==> src/rtl/ocmp_pkg.sv <==
package ocmp_pkg;

  localparam int unsigned NUM_CH = 4;
  localparam int unsigned CH_W   = $clog2(NUM_CH);
  localparam int unsigned HALF   = NUM_CH / 2;

  // Strobes from control to datapath
  typedef struct packed {
    logic [NUM_CH-1:0] loadPre;
    logic [NUM_CH-1:0] doXfer;
  } ocmp_stb_t;

  // Upper half of the channels follows counter 2 in dual mode
  function automatic logic usesCnt2(input logic dual, input int unsigned ch);
    return dual && (ch >= HALF);
  endfunction

endpackage

==> src/rtl/ocmp_datapath.sv <==
module ocmp_datapath
  import ocmp_pkg::*;
#(
  parameter int unsigned CNT_W = 12
) (
  input  logic                    clk,
  input  logic                    rstN,
  input  logic                    dualMode,
  input  logic [CNT_W-1:0]        cnt1,
  input  logic [CNT_W-1:0]        cnt2,
  input  logic [CNT_W-1:0]        wrData,
  input  ocmp_stb_t               stb,
  output logic [NUM_CH-1:0]       eqNow,
  output logic [NUM_CH*CNT_W-1:0] activeFlat
);

  logic [CNT_W-1:0] preQ    [NUM_CH];
  logic [CNT_W-1:0] activeQ [NUM_CH];

  for (genvar i = 0; i < NUM_CH; i++) begin : g_ch
    logic [CNT_W-1:0] selCnt;

    always_ff @(posedge clk) begin
      if (!rstN) begin
        preQ[i]    <= '0;
        activeQ[i] <= '0;
      end else begin
        if (stb.loadPre[i]) preQ[i]    <= wrData;
        if (stb.doXfer[i])  activeQ[i] <= preQ[i];
      end
    end

    always_comb begin
      selCnt   = usesCnt2(dualMode, i) ? cnt2 : cnt1;
      eqNow[i] = (activeQ[i] != '0) && (selCnt == activeQ[i]);
    end

    assign activeFlat[i*CNT_W +: CNT_W] = activeQ[i];

    AST_ACTIVE_HOLD: assert property (@(posedge clk) disable iff (!rstN)
      !stb.doXfer[i] |=> $stable(activeQ[i]));
  end

endmodule

==> src/rtl/ocmp_control.sv <==
module ocmp_control
  import ocmp_pkg::*;
(
  input  logic              clk,
  input  logic              rstN,
  input  logic              dualMode,
  input  logic              ovf1,
  input  logic              ovf2,
  input  logic              wrEn,
  input  logic [CH_W-1:0]   wrChan,
  input  logic [NUM_CH-1:0] xferSet,
  input  logic [NUM_CH-1:0] flagClr,
  input  logic              irqEn,
  input  logic [NUM_CH-1:0] eqNow,
  output ocmp_stb_t         stb,
  output logic [NUM_CH-1:0] xferPend,
  output logic [NUM_CH-1:0] cmpFlag,
  output logic              irq
);

  logic [NUM_CH-1:0] xferQ;
  logic [NUM_CH-1:0] eqQ;
  logic [NUM_CH-1:0] flagQ;
  logic [NUM_CH-1:0] ovfSel;

  for (genvar i = 0; i < NUM_CH; i++) begin : g_sel
    assign ovfSel[i]      = usesCnt2(dualMode, i) ? ovf2 : ovf1;
    assign stb.loadPre[i] = wrEn && (wrChan == CH_W'(i));
    assign stb.doXfer[i]  = xferQ[i] && ovfSel[i];
  end

  always_ff @(posedge clk) begin
    if (!rstN) begin
      xferQ <= '0;
      eqQ   <= '0;
      flagQ <= '0;
    end else begin
      xferQ <= xferSet | (xferQ & ~stb.doXfer);
      eqQ   <= eqNow;
      flagQ <= (flagQ & ~flagClr) | (eqNow & ~eqQ);
    end
  end

  assign xferPend = xferQ;
  assign cmpFlag  = flagQ;
  assign irq      = irqEn && (|flagQ);

  for (genvar i = 0; i < NUM_CH; i++) begin : g_chk
    AST_XFER_SELF_CLR: assert property (@(posedge clk) disable iff (!rstN)
      (stb.doXfer[i] && !xferSet[i]) |=> !xferQ[i]);
    AST_FLAG_CAUSE: assert property (@(posedge clk) disable iff (!rstN)
      $rose(flagQ[i]) |-> $past(eqNow[i]));
    AST_FLAG_STICKY: assert property (@(posedge clk) disable iff (!rstN)
      (flagQ[i] && !flagClr[i]) |=> flagQ[i]);
  end

  AST_IRQ_GATED: assert property (@(posedge clk) disable iff (!rstN)
    !irqEn |-> !irq);

endmodule

==> src/rtl/ocmp_unit.sv <==
module ocmp_unit
  import ocmp_pkg::*;
#(
  parameter int unsigned CNT_W = 12
) (
  input  logic                    clk,
  input  logic                    rstN,
  input  logic                    dualMode,
  input  logic [CNT_W-1:0]        cnt1,
  input  logic [CNT_W-1:0]        cnt2,
  input  logic                    ovf1,
  input  logic                    ovf2,
  input  logic                    wrEn,
  input  logic [CH_W-1:0]         wrChan,
  input  logic [CNT_W-1:0]        wrData,
  input  logic [NUM_CH-1:0]       xferSet,
  input  logic [NUM_CH-1:0]       flagClr,
  input  logic                    irqEn,
  output logic [NUM_CH*CNT_W-1:0] activeVals,
  output logic [NUM_CH-1:0]       xferPend,
  output logic [NUM_CH-1:0]       cmpFlag,
  output logic                    irq
);

  ocmp_stb_t         stb;
  logic [NUM_CH-1:0] eqNow;

  ocmp_control u_ctrl (
    .clk      (clk),
    .rstN     (rstN),
    .dualMode (dualMode),
    .ovf1     (ovf1),
    .ovf2     (ovf2),
    .wrEn     (wrEn),
    .wrChan   (wrChan),
    .xferSet  (xferSet),
    .flagClr  (flagClr),
    .irqEn    (irqEn),
    .eqNow    (eqNow),
    .stb      (stb),
    .xferPend (xferPend),
    .cmpFlag  (cmpFlag),
    .irq      (irq)
  );

  ocmp_datapath #(.CNT_W(CNT_W)) u_dp (
    .clk        (clk),
    .rstN       (rstN),
    .dualMode   (dualMode),
    .cnt1       (cnt1),
    .cnt2       (cnt2),
    .wrData     (wrData),
    .stb        (stb),
    .eqNow      (eqNow),
    .activeFlat (activeVals)
  );

  for (genvar i = 0; i < NUM_CH; i++) begin : g_zero
    AST_ZERO_SILENT: assert property (@(posedge clk) disable iff (!rstN)
      $rose(cmpFlag[i]) |-> ($past(activeVals[i*CNT_W +: CNT_W]) != '0));
  end

endmodule

==> config.mk <==
export PLATFORM = sky130hd
export DESIGN_NAME = ocmp_unit
export DESIGN_NICKNAME = d
export VERILOG_FILES = /design/src/rtl/ocmp_pkg.sv /design/src/rtl/ocmp_datapath.sv /design/src/rtl/ocmp_control.sv /design/src/rtl/ocmp_unit.sv
export SDC_FILE = /design/constraint.sdc
export NUM_CORES = 1
export LEC_CHECK = 0
export BUFFER_PORTS_ARGS = -buffer_cell sky130_fd_sc_hd__clkbuf_2
export CAP_MARGIN = 25
export CORE_UTILIZATION = 54
export CTS_BUF_LIST = sky130_fd_sc_hd__clkbuf_8 sky130_fd_sc_hd__clkbuf_16
export CTS_CLUSTER_DIAMETER = 80
export DETAILED_ROUTE_END_ITERATION = 8
export GPL_ROUTABILITY_DRIVEN = 0
export MAX_ROUTING_LAYER = met4
export PLACE_DENSITY_LB_ADDON = 0.05
export SYNTH_ARGS = -nofsm -noshare
export SYNTH_HDL_FRONTEND = slang
export SYNTH_SLANG_ARGS = --single-unit
==> constraint.sdc <==
create_clock -name clk -period 2 [get_ports clk]
set_input_delay 0.2 -clock clk [delete_from_list [all_inputs] [get_ports clk]]
set_output_delay 0.2 -clock clk [all_outputs]
set_load 0.1 [all_outputs]
==> impl_results.md, run 1 <==
- Status: complete, no violations
- P&R area growth vs syn: 17.49%
- Syn Inst Count: 360
- Critical path type: register to primary output
- Die Height: 96.77 um
- Antenna diodes: 0
- Critical path peak fanout: 3
- EDFF count, synth: 96
- Slew @ Worst Pin: 605.9 ps
- Worst EP required: 1800 ps
- # rows: 34
- Fraction of layout cells with a size suffix above 1: 29.65%
- Pin count of the biggest net entering global routing: 18
- Worst Skew: 8.235 ps
- Max Slew Vio Count: 0
- Worst Path Arrival: 1570 ps
- DP Cell Count: 571
- Syn_nets: 413
- Synth Register Bits: 108
- Crit. End Element: primary output
- Vias in the first global route: 3,024
- H-tree Lvls: 3
- DR WL/cell: 17.81 um
- Final cell count without fillers: 587
- WHS: 50.55 ps
- Final net count: 527
- Multi-input logic area: 0.001633 mm^2
- Main synth FF type: edfxtp_1
- Mapped cell area: 0.004850 mm^2
- Die Area: 0.009363 mm^2
- Core Area: 0.008721 mm^2
- Unrepaired setup endpoints after global routing: false
- Max Cap Viol: 0
- Die width: 96.77 um
- Post-synthesis sequential area ratio: 64.40%
- Fmax achieved: 564.9 MHz
- Hold WC Path Type: input pin to register
- DRC Markers: 0
- Number of fill cells: 630
- Maximum clock insertion buffer count: 2
- Clock Sinks: 108
- Initial drt markers: 150
- Synthesis Warnings: 0
- Final Hold Fails: 0
- DR vias/cell: 5.259
- Crit path launch type: register
- Later-pin clock latency in the skew report: 360 ps
- Hold_buf cts: 0
- # resized after CTS: 0
- Setup TNS: 0 ps
- Yosys cell types: 30
- Commonest non-fill, non-tap cells in the layout: clkbuf_2, and2_1, edfxtp_1, xor2_1
- Slew HR: 59.46%
- DPL Wire Length: 8.278 mm
- Total Wirelength: 10.46 mm
- First-pass GRT wire length: 16.54 mm
- Leak: 2.361 nW
- Post-Syn Area per Cell: 13.47 um^2
- Sequential cell area: 0.003123 mm^2
- Power density over cell area: 839.3 mW/mm^2
- IO Port Bufs: 109
- Post-CTS Setup Inserts: 0
- Maximum VDD drop: 0.0004475 V
- Most common cell after layout, fill and taps aside: clkbuf_2
- Setup Viol. Count Final: 0
- Initial core utilization: 55.61%
- Cts bufs inserted: 9
- Grt total ovfl: 0
- Drt first pass iters: 4
- Clock slew at reported path FFs: 100 ps
- Top-Level Pins: 110
- Total number of vias: 3,087
- GRT Total Usage: 24.24%
- Clock tree root buffer cell: clkbuf_8
- TritonCTS clock tree: done
- Initial antenna violation count: 0
- Min Clock Period, post-route: 1770 ps
- Ys async rst share: 0%
- Post-route ant nets: 0
- Tcrit/Tclk final: 88.51%
per-stage QoR:
stage               power, mW  util [%]  instance area, um^2  worst slack [ps]
global route            4.950     65.34                 5698             182.0
CTS                     4.800     65.34                 5698             205.2
finish                  4.782     65.34                 5698             229.8
detailed placement      3.633     63.30                 5520             298.2
global placement        3.622     63.30                 5520             312.1
floorplan               3.396         -                 4851             182.4
cell type report:
type | instances | area share [%]
repair buffers | 115 | 10.58
flip-flops and latches | 108 | 54.81
clock inverters | 6 | 0.7027
multi-input cells | 233 | 28.66
well taps | 108 | 2.372
clock buffers | 10 | 2.415
inverters | 7 | 0.4611
routing by layer:
layer / wire, um / global-route usage (%) / vias up
met5: 0 / - / -
met1: 4791 / 32.66 / 1433
met3: 683 / 4.841 / 16
met4: 218 / 8.496 / 0
met2: 4761 / 37.00 / 138
li1: - / - / 1500
worst paths after layout:
check	start	to	slack [ps]	cells after the start
max	u_ctrl.cmpFlag[2]	irq	230	2
min	xferSet[1]	u_ctrl.xferPend[1]	50	2
min reg2reg	u_ctrl.eqQ[1]	u_ctrl.cmpFlag[1]	420	1
max reg2reg	u_dp.activeQ[0][3]	u_ctrl.cmpFlag[0]	580	5
where the power goes:
part	total, mW	switching (mW)	leakage [nW]	internal (mW)
clock network	1.20	0.719	0.0819	0.483
registers	2.70	0.0968	1.08	2.60
logic	0.885	0.686	1.20	0.199
registers in the layout (all words and copies together), names as in the netlist:
signal	count
u_dp.activeQ	48
u_dp.preQ	48
u_ctrl.eqQ	4
u_ctrl.xferPend	4
u_ctrl.cmpFlag	4
cells by family (layout without fill, tap and decap cells):
logic type	Yosys count	after routing	share of synthesized area, %
flops	108	108	64.40
xor+xnor	48	48	8.669
simple gates	157	157	19.38
compound gates	14	14	2.064
buf+inv	19	138	1.961
mux	14	14	3.535
cell usage after synthesis, drive strengths merged, types with 7 or more instances:
cell type / count / area, um^2
inv: 7 / 26.28
dfxtp: 12 / 240.2
mux2i: 13 / 160.2
nor4: 16 / 112.6
clkbuf: 10 / 37.54
xor2: 35 / 306.5
and2: 96 / 600.6
xnor2: 13 / 113.9
nand4: 9 / 56.30
nand2: 14 / 52.55
edfxtp: 96 / 2883
worst max-delay path, stage by stage (launching register included):
cell and delay, ps:
dfxtp_1 360, o41a_2 480, clkbuf_2 370
Power figures use the tool's default switching activity.
==> run 2, diff against run 1 <==
--- a/config.mk
+++ b/config.mk
@@ -7,7 +7,7 @@
 export LEC_CHECK = 0
 export BUFFER_PORTS_ARGS = -buffer_cell sky130_fd_sc_hd__clkbuf_2
 export CAP_MARGIN = 25
-export CORE_UTILIZATION = 54
+export CORE_UTILIZATION = 55
 export CTS_BUF_LIST = sky130_fd_sc_hd__clkbuf_8 sky130_fd_sc_hd__clkbuf_16
 export CTS_CLUSTER_DIAMETER = 80
 export DETAILED_ROUTE_END_ITERATION = 8
==> constraint.sdc (replaced) <==
create_clock -name clk -period 2.05 [get_ports clk]
set_input_delay 0.205 -clock clk [delete_from_list [all_inputs] [get_ports clk]]
set_output_delay 0.205 -clock clk [all_outputs]
set_load 0.1 [all_outputs]
==> impl_results.md, run 2 (same netlist as run 1, synthesis figures left out) <==
- Crit. End Element: primary output (unchanged)
- Power density over cell area: 860.1 mW/mm^2 (was 839.3 mW/mm^2)
- Clock slew at reported path FFs: 100 ps (about the same)
- Later-pin clock latency in the skew report: 360 ps (about the same)
- Top-Level Pins: 110 (unchanged)
- Total number of vias: 3,091 (was 3,087)
- Total Wirelength: 10.78 mm (was 10.46 mm)
- Maximum clock insertion buffer count: 2 (unchanged)
- Die width: 95.90 um (was 96.77 um)
- Post-CTS Setup Inserts: 0 (unchanged)
- Drt first pass iters: 4 (unchanged)
- Leak: 2.382 nW (was 2.361 nW)
- IO Port Bufs: 109 (unchanged)
- Max Slew Vio Count: 0 (unchanged)
- Initial core utilization: 57.86% (was 55.61%)
- Initial drt markers: 174 (was 150)
- Final net count: 526 (was 527)
- Worst EP required: 1850 ps (was 1800 ps)
- Slew HR: 60.49% (was 59.46%)
- Antenna diodes: 0 (unchanged)
- # rows: 33 (was 34)
- Core Area: 0.008382 mm^2 (was 0.008721 mm^2)
- Unrepaired setup endpoints after global routing: false (unchanged)
- Fraction of layout cells with a size suffix above 1: 29.71% (was 29.65%)
- Setup TNS: 0 ps (unchanged)
- Biggest registers after layout: u_dp.activeQ: 48 flops, u_dp.preQ: 48 flops (unchanged)
- Crit path launch type: register (unchanged)
- Max Cap Viol: 0 (unchanged)
- Setup Viol. Count Final: 0 (unchanged)
- Met1 usage: 32.05% (was 32.66%)
- Pin count of the biggest net entering global routing: 27 (was 18)
- Slew @ Worst Pin: 590.4 ps (was 605.9 ps)
- Clock Sinks: 108 (unchanged)
- Tcrit/Tclk final: 87.01%
- Commonest non-fill, non-tap cells in the layout: clkbuf_2, and2_1, edfxtp_1, xor2_1 (unchanged)
- Power Total: 4.925 mW (was 4.782 mW)
- Hold_buf cts: 0 (unchanged)
- H-tree Lvls: 3 (unchanged)
- Worst setup endpoint: irq (unchanged)
- Most common cell after layout, fill and taps aside: clkbuf_2 (unchanged)
- DPL Wire Length: 8.640 mm (was 8.278 mm)
- Critical path's slowest cell: o41a_2 (unchanged)
- Die Area: 0.009197 mm^2 (was 0.009363 mm^2)
- GRT Total Usage: 25.35% (was 24.24%)
- Met3 Use GR: 4.028% (was 4.841%)
- Critical path type: register to primary output (unchanged)
- Gr busiest metal: met2 (unchanged)
- Post-route ant nets: 0 (unchanged)
- Crit Reg-Reg Endpoint: u_ctrl.cmpFlag[0] (unchanged)
- GR met2 Demand/Resource: 41.07% (was 37.00%)
- DR vias/cell: 5.302 (was 5.259)
- Cts bufs inserted: 9 (unchanged)
- DR WL/cell: 18.49 um (was 17.81 um)
- # resized after CTS: 0 (unchanged)
- Status: complete, no violations (unchanged)
- Slowest stage delay, CP: 480 ps (about the same)
- First-pass GRT wire length: 15.88 mm (was 16.54 mm)
- P&R area growth vs syn: 18.06% (was 17.49%)
- Worst-path cell chain: o41a_2 -> clkbuf_2 (unchanged)
- Worst Skew: 12.59 ps (was 8.235 ps)
- R2r setup slk: 590 ps (was 580 ps)
- Maximum VDD drop: 0.0003753 V (was 0.0004475 V)
- R2R Path Start: u_dp.activeQ[0][3] (unchanged)
- Die Height: 95.90 um (was 96.77 um)
- Clock tree root buffer cell: clkbuf_8 (unchanged)
- Worst Path Arrival: 1580 ps (was 1570 ps)
- Vias in the first global route: 3,032 (was 3,024)
- Hold WC Path Type: input pin to register (unchanged)
- Crit path from: u_ctrl.cmpFlag[2] (unchanged)
- Critical path peak fanout: 3 (unchanged)
- Min Clock Period, post-route: 1784 ps
- FF-to-FF path depth: 5 (unchanged)
- DRC Markers: 0 (unchanged)
- Initial antenna violation count: 0 (unchanged)
- TritonCTS clock tree: done (unchanged)
- Final Hold Fails: 0 (unchanged)
- Fmax achieved: 560.6 MHz
- Grt total ovfl: 0 (unchanged)
run 2: final cells by class:
| cell class | instances | area, um^2 |
|---|---|---|
| fill | 610 | 2656 |
| tap | 105 | 131.4 |
| multi-input combinational | 233 | 1633 |
| clock inverter | 7 | 105.1 |
| clock buffer | 9 | 123.9 |
| sequential | 108 | 3123 |
| timing repair buffer | 114 | 583.1 |
| inverter | 7 | 26.28 |
run 2: power breakdown:
| part | leakage (nW) | internal [mW] | switching [mW] |
|---|---|---|---|
| Clock | 0.112 | 0.707 | 0.724 |
| Sequential | 1.08 | 2.53 | 0.0973 |
| Combinational | 1.19 | 0.191 | 0.671 |
run 2: worst max-delay path, delay by kind of cell, from the launching register on:
family,cells,cell delay [ps]
flip-flops,1,360
AO/OA/AOI/OAI,1,480
buffers and inverters,1,370
run 2: how the worst min path moves through the flow:
stage / startpoint / to / slack (ps) / cells past startpoint
2_1_floorplan: xferSet[0] / u_ctrl.xferPend[0] / 330 / 1
3_5_place_dp: u_ctrl.eqQ[1] / u_ctrl.cmpFlag[1] / 420 / 1
6_report: xferSet[0] / u_ctrl.xferPend[0] / 50 / 2
3_3_place_gp: u_ctrl.eqQ[1] / u_ctrl.cmpFlag[1] / 410 / 1
5_1_grt: xferSet[1] / u_ctrl.xferPend[1] / 30 / 2
4_1_cts: xferSet[1] / u_ctrl.xferPend[1] / 40 / 2
run 2: stage by stage:
| step | util [%] | hold WS [ps] | instances | instance area (um^2) | setup slack [ps] |
|---|---|---|---|---|---|
| after floorplan | - | 328.8 | 360 | 4851 | 232.4 |
| after global routing | 68.31 | 34.08 | 583 | 5725 | 204.1 |
| after global placement | 65.58 | 405.6 | 567 | 5497 | 297.1 |
| after detailed placement | 65.58 | 415.4 | 567 | 5497 | 176.1 |
| after CTS | 68.31 | 37.30 | 583 | 5725 | 250.1 |
| final | 68.31 | 50.67 | 583 | 5725 | 266.4 |
run 2: per-layer routing:
layer  routed length (um)  vias up
met4                  260        0
met1                 4732     1425
met3                  708       24
met5                    0        -
met2                 5077      147
li1                     -     1495
